===== src/rtl/speech_energy_vad.sv =====
module speech_energy_vad #(
  parameter int DW        = 16,
  parameter int HOP       = 80,
  parameter int COEF      = 31130,
  parameter int ACC_W     = 40,
  parameter int START_RUN = 3,
  parameter int END_RUN   = 5
) (
  input  logic             clk,
  input  logic             rst_n,
  input  logic             in_valid,
  input  logic [DW-1:0]    in_sample,
  input  logic [ACC_W-1:0] thr_hi,
  input  logic [ACC_W-1:0] thr_lo,
  output logic             frame_done,
  output logic [ACC_W-1:0] frame_energy,
  output logic             speech_start,
  output logic             speech_end
);
  localparam int PW = 2*DW + 2;
  localparam int CW = (HOP > 1) ? $clog2(HOP) : 1;
  localparam int RW = $clog2(START_RUN + END_RUN + 1);
  localparam logic signed [DW+1:0] SAT_HI = (DW+2)'(2**(DW-1) - 1);
  localparam logic signed [DW+1:0] SAT_LO = -(DW+2)'(2**(DW-1));

  logic signed [DW-1:0]   prev_q;
  logic [CW-1:0]          cnt;
  logic                   primed, talking;
  logic [ACC_W-1:0]       half_acc, prev_half;
  logic [RW-1:0]          hi_run, lo_run;

  logic signed [PW-1:0]   prod, rnd;
  logic signed [DW+1:0]   diff;
  logic signed [DW-1:0]   filt;
  logic signed [2*DW-1:0] fw, sqw;
  logic [ACC_W-1:0]       sq, sum_now, new_e;
  logic                   last, above, below;

  always_comb begin
    prod = PW'(COEF) * PW'(prev_q);
    rnd  = (prod + (PW'(1) <<< (DW-2))) >>> (DW-1);
    diff = (DW+2)'($signed(in_sample)) - (DW+2)'(rnd);
    if (diff > SAT_HI)      filt = SAT_HI[DW-1:0];
    else if (diff < SAT_LO) filt = SAT_LO[DW-1:0];
    else                    filt = diff[DW-1:0];
    fw      = (2*DW)'(filt);
    sqw     = fw * fw;
    sq      = ACC_W'($unsigned(sqw));
    sum_now = half_acc + sq;
    new_e   = prev_half + sum_now;
  end

  assign last  = (cnt == CW'(HOP-1));
  assign above = new_e > thr_hi;
  assign below = new_e < thr_lo;

  always_ff @(posedge clk) begin
    if (!rst_n) begin
      prev_q       <= '0;
      cnt          <= '0;
      primed       <= 1'b0;
      talking      <= 1'b0;
      half_acc     <= '0;
      prev_half    <= '0;
      hi_run       <= '0;
      lo_run       <= '0;
      frame_done   <= 1'b0;
      frame_energy <= '0;
      speech_start <= 1'b0;
      speech_end   <= 1'b0;
    end else begin
      frame_done   <= 1'b0;
      speech_start <= 1'b0;
      speech_end   <= 1'b0;
      if (in_valid) begin
        prev_q <= $signed(in_sample);
        if (!last) begin
          cnt      <= cnt + 1'b1;
          half_acc <= sum_now;
        end else begin
          cnt       <= '0;
          half_acc  <= '0;
          prev_half <= sum_now;
          primed    <= 1'b1;
          if (primed) begin
            frame_done   <= 1'b1;
            frame_energy <= new_e;
            if (!talking) begin
              lo_run <= '0;
              if (!above) hi_run <= '0;
              else if (hi_run == RW'(START_RUN-1)) begin
                hi_run       <= '0;
                talking      <= 1'b1;
                speech_start <= 1'b1;
              end else hi_run <= hi_run + 1'b1;
            end else begin
              hi_run <= '0;
              if (!below) lo_run <= '0;
              else if (lo_run == RW'(END_RUN-1)) begin
                lo_run     <= '0;
                talking    <= 1'b0;
                speech_end <= 1'b1;
              end else lo_run <= lo_run + 1'b1;
            end
          end
        end
      end
    end
  end
endmodule


===== config.mk =====
export PLATFORM = sky130hd
export DESIGN_NAME = speech_energy_vad
export DESIGN_NICKNAME = d
export VERILOG_FILES = /design/src/rtl/speech_energy_vad.sv
export SDC_FILE = /design/constraint.sdc
export NUM_CORES = 1
export LEC_CHECK = 0
export BUFFER_PORTS_ARGS = -buffer_cell sky130_fd_sc_hd__buf_4
export CORE_MARGIN = 4
export CORE_UTILIZATION = 35
export CTS_CLUSTER_SIZE = 12
export DETAILED_ROUTE_END_ITERATION = 8
export HOLD_SLACK_MARGIN = 0.1
export PLACE_DENSITY = 0.55
export SLEW_MARGIN = 30
export SYNTH_ARGS = -nofsm -noshare
export SYNTH_HDL_FRONTEND = slang
export SYNTH_SLANG_ARGS = --single-unit

===== constraint.sdc =====
create_clock -name clk -period 48 [get_ports clk]
set_input_delay 9.6 -clock clk [delete_from_list [all_inputs] [get_ports clk]]
set_output_delay 9.6 -clock clk [all_outputs]
set_load 0.03 [all_outputs]

Yosys cells after proc, flatten, opt, wreduce, memory -nomap -nowiden
Index checks and enable logic that the tools add are counted.
W data, S select, Z words.
Storage, ports and cells
  bits in writable memories: 0
  flip-flop bits (word level): 156
  bits in latches: 0
  output and inout bits: 43
  memories kept: 0
  bits in read-only memories: 0
Operators by class
  order comparisons: 4
  div/mod/pow operators: 0
  multiply operators: 2
  reductions and logical operators: 5
  add/subtract/negate cells: 7
  equality and inequality tests: 3
  bitwise operators: 4
  multiplexer cells: 17
  shifts and indexed selects: 0
Operator list (count)
  $add A40 B32 Y40: 1
  $add A40 B40 Y40: 1
  $gt A40 B40 Y1: 1
  $lt A40 B40 Y1: 1
  $mux W40: 1
  $add A32 B16 Y33 const B: 1
  $mul A16 B16 Y32: 1
  $mux W16: 2
  $mul A15 B16 Y31 const A: 1
  $mux W4: 6
  $gt A18 B16 Y1 const B: 1
  $lt A18 B16 Y1 const B: 1
  $sub A16 B18 Y18: 1
  $add A4 B1 Y4 const B: 2
  $add A7 B1 Y7 const B: 1
  $eq A7 B7 Y1 const B: 1
  $mux W1: 7
  $mux W7: 1
  $reduce_and A3 Y1: 2
  $reduce_and A6 Y1: 1
  $reduce_or A5 Y1: 1
  $eq A4 B2 Y1 const B: 1
  $eq A4 B3 Y1 const B: 1
  $not A1 Y1: 4
  $reduce_and A2 Y1: 1

Longest topological paths before layout
  depth after elaboration: 12
  gate-level depth with buffers: 90
  depth with buffers taken out: 88

Least setup slack after synthesis
OpenSTA, ideal clock, no wires.
  kind: input to register
  start point: in in_sample[0]
  end point: reg hi_run[0]
  data arrival time: 23.418 ns
  setup slack: 24.511 ns
  stages on the path: 65
  library setup time: 0.070 ns
  buffers on the path: 4
  path through: inv_1 > ha_1 > inv_1 > fa_1 > a21oi_1 > o21bai_1 > nor4_1 > o311ai_0 > a31oi_1 > a21oi_1 > xor2_1 > o21ai_0 > mux2i_1 > buf_2 > o22a_1 > buf_2 > nand2_1 > fa_1 > (+29 left out) > clkbuf_1 > inv_1 > nor2_1 > nand2_1 > or3_1 > a31o_2 > o21ai_0 > a21oi_1 > xnor2_1 > ha_1 > nand4_1 > nor4_1 > inv_1 > nor3_1 > a21oi_1 > a21bo_2 > or4_1 > a21oi_1
On the way
  cells in the longest elaborated chain, start to end: 10
  elaborated cells on any way between the ends: 11
  those cells by class: add/sub: 3; mul: 1; order compare: 3; mux: 4
Ends and longest elaborated chain
  from (decl): RTL line 12  | input logic [DW-1:0] in_sample,
  $sub A16 B18 Y18 (*): RTL line 42  | diff = (DW+2)'($signed(in_sample)) - (DW+2)'(rnd);
  $lt A18 B16 Y1: RTL line 44  | else if (diff < SAT_LO) filt = SAT_LO[DW-1:0];
  $mux W16: RTL line 44
  $mux W16 (*): RTL line 43  | if (diff > SAT_HI) filt = SAT_HI[DW-1:0];
  $mul A16 B16 Y32 (*): RTL line 47  | sqw = fw * fw;
  $add A40 B32 Y40 (*): RTL line 49  | sum_now = half_acc + sq;
  named net sum_now[32]: RTL line 36  | logic [ACC_W-1:0] sq, sum_now, new_e;
  $add A40 B40 Y40 (*): RTL line 50  | new_e = prev_half + sum_now;
  named net new_e[39]: RTL line 36
  $gt A40 B40 Y1 (*): RTL line 54  | assign above = new_e > thr_hi;
  $mux W4 (*): RTL line 90  | if (!above) hi_run <= '0;
  $mux W4 (*): RTL line 88  | if (!talking) begin
  to (signal assigned): RTL line 95  | end else hi_run <= hi_run + 1'b1;
  to (decl): RTL line 30  | logic [RW-1:0] hi_run, lo_run;
The timed path passes the listed nets; every way through them passes the cells marked *.
A chain may end at the register's enable or synchronous reset.

Final worst setup path
Same ends and word-level chain as after synthesis.

==> results.yml <==
run_status:
  status: "completed"
setup_path:
  r2r_end: "hi_run[0]"
  timing.rr.start: "prev_q[14]"
  cpPeakStageDelay_ps: 620
  r2r_cells: 78
  setup.worst_path.end: "hi_run[0]"
  cp-start-kind: "primary input"
  path_class: "in2reg"
  critPathArrivalTime_ps: 25610
  reg2reg_slack_ps: 25490
  cp-startpoint: "in_sample[0]"
  cp-end-kind: "flip-flop"
  cp_common_cell: "a21oi_1"
  required_ps: 48370
  cp_slowest_cell: "fa_1"
  crit_path_max_fanout: 14
drt:
  drt-pass1-iter-count: 5
  vias: 21122
  antenna_left: 0
  vias_per_cell: 4.98
  drc_errors: 0
  wl_per_cell_um: 16.2
  wirelength_um: 68800
  drtIter0Drc: 1037
global_route:
  grt_max_degree: 68
  grt_pass1_wl_um: 111000
  grt_pass1_vias: 21066
  grt_overflow: 0
  antenna_found_initial: 1
  grtUsageTotal_pct: 16.9
yosys:
  ys_seq_area_share_pct: 11.7
  yosys-top-cells-area: "fa_1 (25%), ha_1 (18%), dfxtp_1 (12%)"
  synth_ff_type: "dfxtp_1"
  yosysTopAreaCellShare_pct: 25.0
  synth_compound_area_share_pct: 15.4
  synth-simple-area-share_pct: 13.2
  synth-seq-cells: 156
  synth_top_family_by_area: "adder cells"
  ys_warn_count: 0
  synth_fa_ha_area_share_pct: 42.8
  yosys.cell_types.count: 94
  synth.avg_cell_area_um2: 8.47
  synth_async_sr_flop_share_pct: 0
  syn-num-nets: 3973
  yosysTopAreaCell: "fa_1"
  syn_area_um2: 26800
  synth_xor_area_share_pct: 6.13
  synth_edf_count: 0
  muxShareOfSynthArea_pct: 1.07
  netlist_instances: 3160
clocking:
  cts_tree: "yes"
  path_clk_slew_ps: 80
  postCtsSetupRepairBufs: 0
  clock_latency_ps: 460
  cts.sinks: 156
  cts_max_level: 4
  clk_path_buf_depth: 2
  ctsRootBufferMaster: "clkbuf_16"
  ctsResizeCount: 0
  cts_hold_buf: 0
  cts_buffers: 17
hold_path:
  hold_depth: 2
  hp-class: "reg2reg"
floorplanning:
  num_rows: 101
  die_h_um: 284
  ios: 142
  dieArea_um2: 80900
  die_w_um: 284
  coreArea_um2: 75800
  initial_core_util_pct: 35.3
cells_and_area:
  nets: 4064
  fill_cells: 7921
  final_util_pct: 38.7
  syn2layout_area_growth_pct: 9.80
  drive_gt1_share_pct: 7.66
  n_antenna_cell: 0
  multiInputGateArea_um2: 21000
  regArea_um2: 3120
  fin_cells: 4242
placed_design:
  dp.cells: 4210
  dp.final_hpwl_um: 58300
  dp_slack_ps: 22430
  place.gp.congestion: 0.878
  numPortBuffers: 141
timing:
  timing.fmax_ghz: 0.0396
  hold_viol_final: 0
  rsz0062_at_grt: "no"
  slew_viol_final: 0
  fin_ws_ps: 22760
  tightest_slew_ps: 942
  slew_headroom_pct: 37.2
  setup_viol: 0
  fin_tns_setup_ps: 0
  min_period_ps: 25240
  timing.final.crit_share_pct: 52.6
  finClkSkew_ps: 17.6
flow_run:
  max-cap-violations: 0
## layout by cell type (no fill, tap or decap), drive strengths merged, types with 17 or more instances in the layout
master / synthesis / layout
xnor2: 113 / 113
dfxtp: 156 / 156
and3: 22 / 22
nor3: 34 / 34
clkbuf: 55 / 17
a21o: 106 / 106
nor2b: 35 / 35
fa: 334 / 334
xor2: 72 / 72
o21a: 23 / 23
and2: 22 / 22
nand4: 37 / 37
mux2i: 24 / 24
a21oi: 235 / 235
buf: 25 / 152
ha: 380 / 380
nand3: 42 / 42
nand2: 272 / 272
nor2: 228 / 228
o21ai: 98 / 98
inv: 600 / 609
## layer usage
metal | GRT usage (%) | share of wire (%) | vias up
li1 | - | - | 10531
met1 | 22.6 | 45 | 10252
met2 | 29.9 | 50 | 291
met3 | 2.05 | 3.1 | 46
met4 | 2.87 | 1.3 | 2
met5 | 0 | 0.025 | -
## through the flow
step / cell area, um^2 / hold slack, ps
after floorplan: 26800 / 441
after global placement: 28800 / 443
after detailed placement: 28800 / 450
after CTS: 29400 / 461
after global routing: 29400 / 484
final: 29400 / 460
## critical path: cells and delay by family
family	cells	cell delay, ps
buffers and inverters	9	1040
adder cells (fa/ha/maj)	12	4810
AND/OR/NAND/NOR	13	3380
XOR/XNOR	3	920
AO/OA/AOI/OAI	25	5850
## worst min-delay path by stage
| stage | startpoint | end |
|---|---|---|
| floorplan | prev_half[0] | prev_half[0] |
| global placement | frame_energy[19] | frame_energy[19] |
| detailed placement | frame_energy[18] | frame_energy[18] |
| CTS | frame_energy[18] | frame_energy[18] |
| global route | frame_energy[14] | frame_energy[14] |
| finish | frame_energy[18] | frame_energy[18] |
## area by class of cell
class | instances | area share [%]
inverter | 602 | 7.70
tap | 978 | 4.17
timing repair buffer | 152 | 3.88
multi-input combinational | 2322 | 71.6
sequential | 156 | 10.6
clock inverter | 15 | 0.605
clock buffer | 17 | 1.45
## synth_stat cells (16+ instances only)
cell and instances:
mux2i_1 24, nor3_1 34, inv_1 591, and2_1 22, fa_1 334, nand3_1 41
ha_1 380, o21a_1 23, nand2_1 272, a21oi_1 234, nor2b_1 35, xnor2_1 112
a21o_1 106, and3_1 22, o21bai_1 16, o21ai_0 92, nor2_1 227, dfxtp_1 156
clkbuf_1 55, xor2_1 72, nand4_1 36, a22oi_1 16, a31oi_1 16
## sequential cells by signal, indices dropped and copies added, names as in the netlist, 4 cells and up
name / flops
lo_run: 4
prev_q: 16
hi_run: 4
frame_energy: 40
half_acc: 40
cnt: 7
prev_half: 40
## logic make-up after synthesis
kind of cell | Yosys count
and+or+nand+nor | 765
adders and majority gates | 714
buffers and inverters | 682
AOI/OAI and AO/OA | 630
xor gates and xnor gates | 185
DFF | 156
muxes | 28
Power is left out: the tool's default activity adds up to more than one toggle a clock period on the data nets, which glitch-free logic cannot reach.
